`config.mk`:
```
export PLATFORM = sky130hd
export DESIGN_NAME = trise_detector
export DESIGN_NICKNAME = d
export VERILOG_FILES = /design/src/rtl/trise_pkg.sv /design/src/rtl/burst_avg.sv /design/src/rtl/sample_history.sv /design/src/rtl/rise_compare.sv /design/src/rtl/trise_detector.sv
export SDC_FILE = /design/constraint.sdc
export NUM_CORES = 1
export LEC_CHECK = 0
export BUFFER_PORTS_ARGS = -buffer_cell sky130_fd_sc_hd__buf_4
export CORE_AREA = 2 2 99 101
export DETAILED_ROUTE_END_ITERATION = 12
export DIE_AREA = 0 0 101 103
export PLACE_DENSITY = 0.57
export SYNTH_ARGS = -nofsm -noshare
export SYNTH_HDL_FRONTEND = slang
export SYNTH_SLANG_ARGS = --single-unit
```
`constraint.sdc`:
```
create_clock -name clk -period 3.4 [get_ports clk]
set_clock_uncertainty 0.05 [all_clocks]
set_input_delay 1.02 -clock clk [delete_from_list [all_inputs] [get_ports clk]]
set_output_delay 1.02 -clock clk [all_outputs]
set_load 0.01 [all_outputs]
```
`src/rtl/trise_pkg.sv`:
```
package trise_pkg;

  typedef enum logic [0:0] {
    BURST_IDLE    = 1'b0,
    BURST_COLLECT = 1'b1
  } burst_state_e;

  // Unsigned difference with borrow flag, used by the rate comparison.
  function automatic logic [16:0] sub_with_borrow(input logic [15:0] a, input logic [15:0] b);
    return {1'b0, a} - {1'b0, b};
  endfunction

endpackage

```
`src/rtl/burst_avg.sv`:
```
module burst_avg
  import trise_pkg::*;
#(
  parameter int CODE_W = 10,
  parameter int NCONV  = 16
) (
  input  logic              clk,
  input  logic              rst_n,
  input  logic              clear,
  input  logic              strobe,
  input  logic              in_valid,
  output logic              in_ready,
  input  logic [CODE_W-1:0] in_code,
  output logic              done,
  output logic [CODE_W-1:0] avg
);
  localparam int SH    = $clog2(NCONV);
  localparam int ACC_W = CODE_W + SH;
  localparam int CNT_W = $clog2(NCONV + 1);
  localparam logic [CNT_W-1:0] LAST_IDX = CNT_W'(NCONV - 1);

  burst_state_e     state;
  logic [ACC_W-1:0] acc;
  logic [CNT_W-1:0] cnt;
  logic             accept;
  logic             last_acc;
  logic [ACC_W-1:0] sum_next;

  assign in_ready = (state == BURST_COLLECT);
  assign accept   = in_valid && in_ready;
  assign last_acc = accept && (cnt == LAST_IDX);
  assign sum_next = acc + ACC_W'(in_code);

  always_ff @(posedge clk or negedge rst_n) begin
    if (!rst_n) begin
      state <= BURST_IDLE;
      acc   <= '0;
      cnt   <= '0;
      done  <= 1'b0;
      avg   <= '0;
    end else if (clear) begin
      state <= BURST_IDLE;
      acc   <= '0;
      cnt   <= '0;
      done  <= 1'b0;
    end else begin
      done <= 1'b0;
      unique case (state)
        BURST_IDLE: begin
          if (strobe) begin
            state <= BURST_COLLECT;
            acc   <= '0;
            cnt   <= '0;
          end
        end
        BURST_COLLECT: begin
          if (last_acc) begin
            done  <= 1'b1;
            avg   <= sum_next[ACC_W-1:SH];
            state <= BURST_IDLE;
          end else if (accept) begin
            acc <= sum_next;
            cnt <= cnt + 1'b1;
          end
        end
        default: state <= BURST_IDLE;
      endcase
    end
  end

  p_ready_drops_after_last_r2: assert property (@(posedge clk) disable iff (!rst_n)
    (last_acc && !clear) |=> (!in_ready && done));

  p_done_single_r3: assert property (@(posedge clk) disable iff (!rst_n)
    done |=> !done);

  p_burst_continues_r4: assert property (@(posedge clk) disable iff (!rst_n)
    (in_ready && !last_acc && !clear) |=> in_ready);

endmodule

```
`src/rtl/sample_history.sv`:
```
module sample_history #(
  parameter int CODE_W = 10,
  parameter int DEPTH  = 2
) (
  input  logic              clk,
  input  logic              rst_n,
  input  logic              clear,
  input  logic              push,
  input  logic [CODE_W-1:0] din,
  output logic [CODE_W-1:0] oldest,
  output logic              full
);
  localparam int CW = $clog2(DEPTH + 1);
  localparam logic [CW-1:0] FULL_CNT = CW'(DEPTH);

  logic [CODE_W-1:0] hist [DEPTH];
  logic [CW-1:0]     cnt;

  always_ff @(posedge clk or negedge rst_n) begin
    if (!rst_n)               hist[0] <= '0;
    else if (clear)           hist[0] <= '0;
    else if (push)            hist[0] <= din;
  end

  for (genvar g = 1; g < DEPTH; g++) begin : g_stage
    always_ff @(posedge clk or negedge rst_n) begin
      if (!rst_n)             hist[g] <= '0;
      else if (clear)         hist[g] <= '0;
      else if (push)          hist[g] <= hist[g-1];
    end
  end

  always_ff @(posedge clk or negedge rst_n) begin
    if (!rst_n)                       cnt <= '0;
    else if (clear)                   cnt <= '0;
    else if (push && cnt != FULL_CNT) cnt <= cnt + 1'b1;
  end

  assign oldest = hist[DEPTH-1];
  assign full   = (cnt == FULL_CNT);

  p_full_persists_r9: assert property (@(posedge clk) disable iff (!rst_n)
    (full && !clear) |=> full);

  p_clear_empties_r1: assert property (@(posedge clk) disable iff (!rst_n)
    clear |=> (cnt == '0));

endmodule

```
`src/rtl/rise_compare.sv`:
```
module rise_compare
  import trise_pkg::*;
#(
  parameter int CODE_W    = 10,
  parameter int DROP_CODE = 16
) (
  input  logic [CODE_W-1:0] sample,
  input  logic [CODE_W-1:0] ref_code,
  input  logic [CODE_W-1:0] cutoff,
  input  logic [CODE_W-1:0] lowfault,
  input  logic              hold_off,
  input  logic              have_ref,
  output logic              fire
);
  localparam logic [16:0] DROP_W = 17'(DROP_CODE);

  logic        in_window;
  logic [16:0] diff;
  logic        drop_ok;

  assign in_window = (sample > cutoff) && (sample < lowfault);
  assign diff      = sub_with_borrow(16'(ref_code), 16'(sample));
  assign drop_ok   = !diff[16] && (diff >= DROP_W);
  assign fire      = have_ref && !hold_off && in_window && drop_ok;

endmodule

```
`src/rtl/trise_detector.sv`:
```
module trise_detector #(
  parameter int CODE_W    = 10,
  parameter int NCONV     = 16,
  parameter int DEPTH     = 2,
  parameter int DROP_CODE = 16
) (
  input  logic              clk,
  input  logic              rst_n,
  input  logic              cycle_start,
  input  logic              sample_strobe,
  input  logic              conv_valid,
  output logic              conv_ready,
  input  logic [CODE_W-1:0] conv_code,
  input  logic [CODE_W-1:0] cutoff_code,
  input  logic [CODE_W-1:0] lowfault_code,
  input  logic              hold_off,
  output logic              sample_done,
  output logic [CODE_W-1:0] sample_avg,
  output logic              trip
);
  logic [CODE_W-1:0] ref_code;
  logic              hist_full;
  logic              fire;

  burst_avg #(.CODE_W(CODE_W), .NCONV(NCONV)) u_avg (
    .clk      (clk),
    .rst_n    (rst_n),
    .clear    (cycle_start),
    .strobe   (sample_strobe),
    .in_valid (conv_valid),
    .in_ready (conv_ready),
    .in_code  (conv_code),
    .done     (sample_done),
    .avg      (sample_avg)
  );

  sample_history #(.CODE_W(CODE_W), .DEPTH(DEPTH)) u_hist (
    .clk    (clk),
    .rst_n  (rst_n),
    .clear  (cycle_start),
    .push   (sample_done),
    .din    (sample_avg),
    .oldest (ref_code),
    .full   (hist_full)
  );

  rise_compare #(.CODE_W(CODE_W), .DROP_CODE(DROP_CODE)) u_cmp (
    .sample   (sample_avg),
    .ref_code (ref_code),
    .cutoff   (cutoff_code),
    .lowfault (lowfault_code),
    .hold_off (hold_off),
    .have_ref (hist_full),
    .fire     (fire)
  );

  always_ff @(posedge clk or negedge rst_n) begin
    if (!rst_n)                    trip <= 1'b0;
    else if (cycle_start)          trip <= 1'b0;
    else if (sample_done && fire)  trip <= 1'b1;
  end

  p_trip_latched_r10: assert property (@(posedge clk) disable iff (!rst_n)
    (trip && !cycle_start) |=> trip);

  p_start_clears_r1: assert property (@(posedge clk) disable iff (!rst_n)
    cycle_start |=> (!trip && !conv_ready && !sample_done));

  p_no_early_trip_r5: assert property (@(posedge clk) disable iff (!rst_n)
    (sample_done && !hist_full && !trip) |=> !trip);

  p_hold_masks_r8: assert property (@(posedge clk) disable iff (!rst_n)
    (sample_done && hold_off && !trip) |=> !trip);

  p_window_masks_r7: assert property (@(posedge clk) disable iff (!rst_n)
    (sample_done && !trip &&
     ((sample_avg <= cutoff_code) || (sample_avg >= lowfault_code))) |=> !trip);

endmodule

```
After elaboration in Yosys (flattened, before gate mapping)

Cells that the tools add are included.

Register bits after elaboration: 54
Bits in latches: 0
Memory bits (writable): 0
ROM bits: 0
Bits of input ports: 36
Output and inout bits: 13
Logic and storage cells: 65
Memories kept: 0

$add $sub $neg: 4
Multipliers: 0
Divide/modulo/power cells: 0
$lt $le $gt $ge: 3
Equality and inequality tests: 6
Shifts and indexed selects: 0
Muxes and demuxes: 25
Bitwise operators: 2
Reduce and logical (&&, ||, !) cells: 16

Operator list:

| kind                | count |
|---|---|
| $mux 14             | 4 |
| $mux 10             | 4 |
| $pmux 14 s2         | 1 |
| $mux 5              | 4 |
| $ge 17x5->1 const B | 1 |
| $add 14x10->14      | 1 |
| $sub 10x10->11      | 1 |
| $gt 10x10->1        | 1 |
| $lt 10x10->1        | 1 |
| $pmux 5 s2          | 1 |
| $logic_and 1x1->1   | 9 |
| $ne 3x3->1 const B  | 3 |
| $mux 1              | 8 |
| $reduce_and 3->1    | 2 |
| $reduce_bool 2->1   | 3 |
| $add 5x1->5 const B | 1 |
| $eq 5x4->1 const B  | 1 |
| $mux 2              | 2 |
| $add 2x1->2 const B | 1 |
| $eq 2x2->1 const B  | 1 |
| $logic_not 1->1     | 2 |
| $ne 2x2->1 const B  | 1 |
| $not 1->1           | 2 |
| $pmux 1 s2          | 1 |

Logic depth before layout (Yosys ltp)

Depth after elaboration: 7
Gate-level depth with buffers: 10
Gate-level depth less buffers: 10

Cells and area by module

Synthesis repeated with hierarchy kept, for this count alone.

Cell total of the unflattened synthesis: 434
Area, all modules: 3897.5 µm²

By module, submodules not included:

| module         | times used | cells each | area an instance (µm²) | seq. area each (µm²) |
|---|---|---|---|---|
| burst_avg      | 1          | 205        | 1888.1                 | 775.7 |
| sample_history | 1          | 85         | 1009.7                 | 550.5 |
| rise_compare   | 1          | 141        | 965.9                  | 0.0 |
| trise_detector | 1          | 3          | 33.8                   | 25.0 |

Worst setup path after synthesis

Ideal clock, no wire load.

Path kind: in2reg
Start: input port conv_code[0]
End: register u_avg.acc[10]
Setup time: 0.087 ns
Data arrival time: 2.957 ns
Required time: 3.263 ns
Path slack: 0.307 ns
Stages: 8
Path buffers: 0
Path through: ha_1 > fa_1 > a211o_1 > o211ai_2 > a21oi_2 > o31a_4 > or4b_1 > o211ai_1

Word-level cells in the longest chain between the ends: 5

RTL lines:

| what                 | line                 | text |
|---|---|---|
| start, declared      | trise_detector.sv:13 | `input logic [CODE_W-1:0] conv_code,` |
| $add 14x10->14       | burst_avg.sv:32      | `assign sum_next = acc + ACC_W'(in_code);` |
| $mux 14              | burst_avg.sv:61      | `end else if (accept) begin` |
| $mux 14              | burst_avg.sv:57      | `if (last_acc) begin` |
| $pmux 14 s2          | burst_avg.sv:48      | `unique case (state)` |
| $mux 14              | burst_avg.sv:41      | `end else if (clear) begin` |
| end signal, assigned | burst_avg.sv:62      | `acc <= sum_next;` |
| end, declared        | burst_avg.sv:23      | `logic [ACC_W-1:0] acc;` |

Every way passes these cells. The select of a mux whose other input is x is not followed.
A chain may end at the register's enable or synchronous reset.

Final worst setup path

Same ends and word-level chain as after synthesis.

==> results.cfg <==
[outcome]
outcome = completed

[clocking]
hold_buffers = 0
clkSinkCount = 54
cts_setup_buffers = 0
clock_path_buffers = 2
post_cts_resized = 0
path_clk_slew_ns = 0.09
cts_made_buffers = 5
ctsHtreeMaxLevel = 2
root_buffer = clkbuf_8
clock_latency_ns = 0.30
cts_tree = yes

[floorplanning]
ios = 49
core_sq_um = 9460
initial_core_util_pct = 38.9
die_w_microns = 101
die_h_microns = 103
die-area_sq_um = 10400
fp-row-count = 36

[grt]
gr-total-overflow = 0
gr-usage-all-layers_pct = 16.4
grt_pass1_vias = 2906
grt_max_degree = 55
grt_pass1_wl_microns = 13500
antenna_found_initial = 0

[synth]
yosysWarnings = 0
ys.flop_type = dfrtp_1
yosys_register_bits = 54
synthCells = 403
synth_edf_count = 0
synthArstFlopShare_pct = 100
seq_area_frac_synth_pct = 36.7
synth.distinct_cells = 58
synth_area_sq_um = 3680
synth_nets = 483
syn_area_per_cell_sq_um = 9.13

[min_path]
hp-class = flop to flop

[timing]
tightestPinTransition_ns = 0.680
fmax_mhz = 334
timing.final.max_slew_violations = 0
slew_headroom_pct = 54.6
finalSetupViolCount = 0
rsz0062_at_grt = no
period_share_pct = 88.0
fin_crit_ns = 2.99
hold_violations = 0
whs_ns = 0.444
fin_tns_setup_ns = 0

[detailed_routing]
ant_nets = 0
vias_per_cell = 5.31
vias = 2993
drc = 0
wl_per_cell_microns = 14.3
firstDrtPassIters = 4
wirelength_microns = 8040
drtIter0Drc = 107

[placed_design]
globalplace.congestion = 0.840
io_buffers = 48
hpwl_microns = 6110

[finish]
antenna_cells = 0
syn_to_final_growth_pct = 15.5
layout-drive-gt1-share_pct = 14.4
nets = 529

[power]
p_per_area_nw_per_um2 = 273
power_uw = 1160
max-vdd-ir-drop_mv = 0.173
power.leakage_uw = 0.00207

[worst_setup_path]
end_kind = flop
critPathRequiredTime_ns = 3.58
cp_cell_sequence = buf_4 > ha_1 > fa_1 > a211o_1 > o211ai_2 > a21oi_2 > o31a_4 > or4b_1 > o211ai_1
worst_path_max_delay_cell = or4b_1
cp_slowest_stage_delay_ns = 0.47
worstPathArrival_ns = 3.17
worst-path-max-fanout = 5
critical_path_class = primary input to flop
start_kind = primary input

[flow_run]
max_cap_viol_count = 0
-- worst paths after layout --
path	slack, ns	startpoint	to	cells past startpoint
setup / recovery	0.41	conv_code[0]	u_avg.acc[10]$_DFFE_PN0P_	9
hold / removal	0.44	u_avg.acc[6]$_DFFE_PN0P_	u_avg.acc[6]$_DFFE_PN0P_	2
setup reg to reg	0.83	u_avg.acc[0]$_DFFE_PN0P_	u_avg.acc[10]$_DFFE_PN0P_	8
hold reg to reg	0.44	u_avg.acc[6]$_DFFE_PN0P_	u_avg.acc[6]$_DFFE_PN0P_	2
max in group asynchronous	2.15	rst_n	u_hist.oldest[3]$_DFFE_PN0P_	1
min in group asynchronous	0.69	rst_n	u_hist.cnt[0]$_DFFE_PN0P_	1
-- cells in the mapped netlist, types with 3 or more instances --
| cell type | count | area share (%) |
|---|---|---|
| a22o_1 | 3 | 0.71 |
| nand4_1 | 5 | 0.85 |
| o31ai_1 | 5 | 1.0 |
| clkbuf_1 | 9 | 0.92 |
| xnor2_1 | 8 | 1.9 |
| a21o_1 | 6 | 1.2 |
| a211o_1 | 3 | 0.71 |
| and3_1 | 5 | 0.85 |
| mux2i_1 | 24 | 6.5 |
| a31oi_1 | 3 | 0.51 |
| dfrtp_1 | 54 | 37 |
| nor2_1 | 41 | 4.2 |
| ha_1 | 42 | 14 |
| nor2b_1 | 4 | 0.68 |
| xor2_1 | 4 | 0.95 |
| nand2b_1 | 3 | 0.51 |
| nand2_1 | 34 | 3.5 |
| inv_1 | 42 | 4.3 |
| o21ai_0 | 32 | 4.4 |
| a21oi_1 | 21 | 2.9 |
| nor3_1 | 6 | 0.82 |
| a211oi_1 | 3 | 0.61 |
-- per-layer routing --
layer | up-vias | track usage [%] | routed length [microns]
met5 | - | 0 | 0
met4 | 0 | 3.43 | 63
met3 | 7 | 2.24 | 225
met2 | 51 | 30.5 | 3960
met1 | 1425 | 20.4 | 3790
li1 | 1510 | - | -
-- stage by stage --
step | area [sq um] | worst slack, ns | utilization, % | instances
2_1_floorplan | 3680 | 0.307 | - | 403
3_3_place_gp | 4160 | 0.115 | 44.0 | 556
3_5_place_dp | 4160 | 0.0642 | 44.0 | 556
4_1_cts | 4250 | 0.403 | 44.9 | 564
5_1_grt | 4250 | 0.346 | 44.9 | 564
6_report | 4250 | 0.406 | 44.9 | 564
-- logic make-up after synthesis --
logic type | share of synthesized area (%)
AO/OA/AOI/OAI | 18.6
AND/OR/NAND/NOR | 14.1
multiplexers | 6.53
buffers and inverters | 5.75
XOR/XNOR | 2.86
adder cells (fa/ha/maj) | 15.4
flip-flops | 36.7
-- cell type report --
cell class / instances / area [sq um]
well taps: 114 / 143
multi-input cells: 294 / 2120
clock inverters: 2 / 13.8
clock buffers: 6 / 72.6
inverters: 42 / 158
fillers: 968 / 5210
repair buffers: 52 / 390
flip-flops and latches: 54 / 1350
-- worst max-delay path: cells and delay by family --
| family | cells | cell delay, ns |
|---|---|---|
| buffers and inverters | 1 | 0.11 |
| AO/OA/AOI/OAI | 5 | 0.93 |
| adder cells (fa/ha/maj) | 2 | 0.64 |
| AND/OR/NAND/NOR | 1 | 0.47 |
-- cell usage in the layout, fill, tap and decap left out, drive strengths merged, types with 2 or more instances in the layout --
cell type | Yosys | routed
dfrtp | 54 | 54
buf | 3 | 52
inv | 42 | 42
ha | 42 | 42
nor2 | 41 | 41
nand2 | 34 | 34
o21ai | 33 | 33
mux2i | 24 | 24
a21oi | 22 | 22
xnor2 | 8 | 8
a21o | 6 | 6
nor3 | 6 | 6
clkbuf | 10 | 6
and3 | 5 | 5
nand4 | 5 | 5
o31ai | 5 | 5
nor2b | 4 | 4
xor2 | 4 | 4
a211o | 3 | 3
nand2b | 3 | 3
a22o | 3 | 3
a31oi | 3 | 3
o311ai | 3 | 3
o211ai | 3 | 3
a211oi | 3 | 3
nand3 | 2 | 2
o21a | 2 | 2
a21boi | 2 | 2
nand3b | 2 | 2
a22oi | 2 | 2
or4 | 2 | 2
fa | 2 | 2
clkinv | 0 | 2
-- flip-flops by register name, indices dropped and copies added, names as in the netlist --
signal          cells
u_avg.acc          14
u_avg.avg          10
u_hist.hist        10
u_hist.oldest      10
u_avg.cnt           5
u_hist.cnt          2
trip                1
u_avg.done          1
u_avg.in_ready      1
-- report_power, final --
part	total, uW	switching [uW]	internal [uW]	leakage, uW
registers	655	6.44	649	0.000750
clock network	357	211	146	0.0000452
logic	150	82.8	66.9	0.00128
No activity file was read; power rests on OpenSTA's default activity.
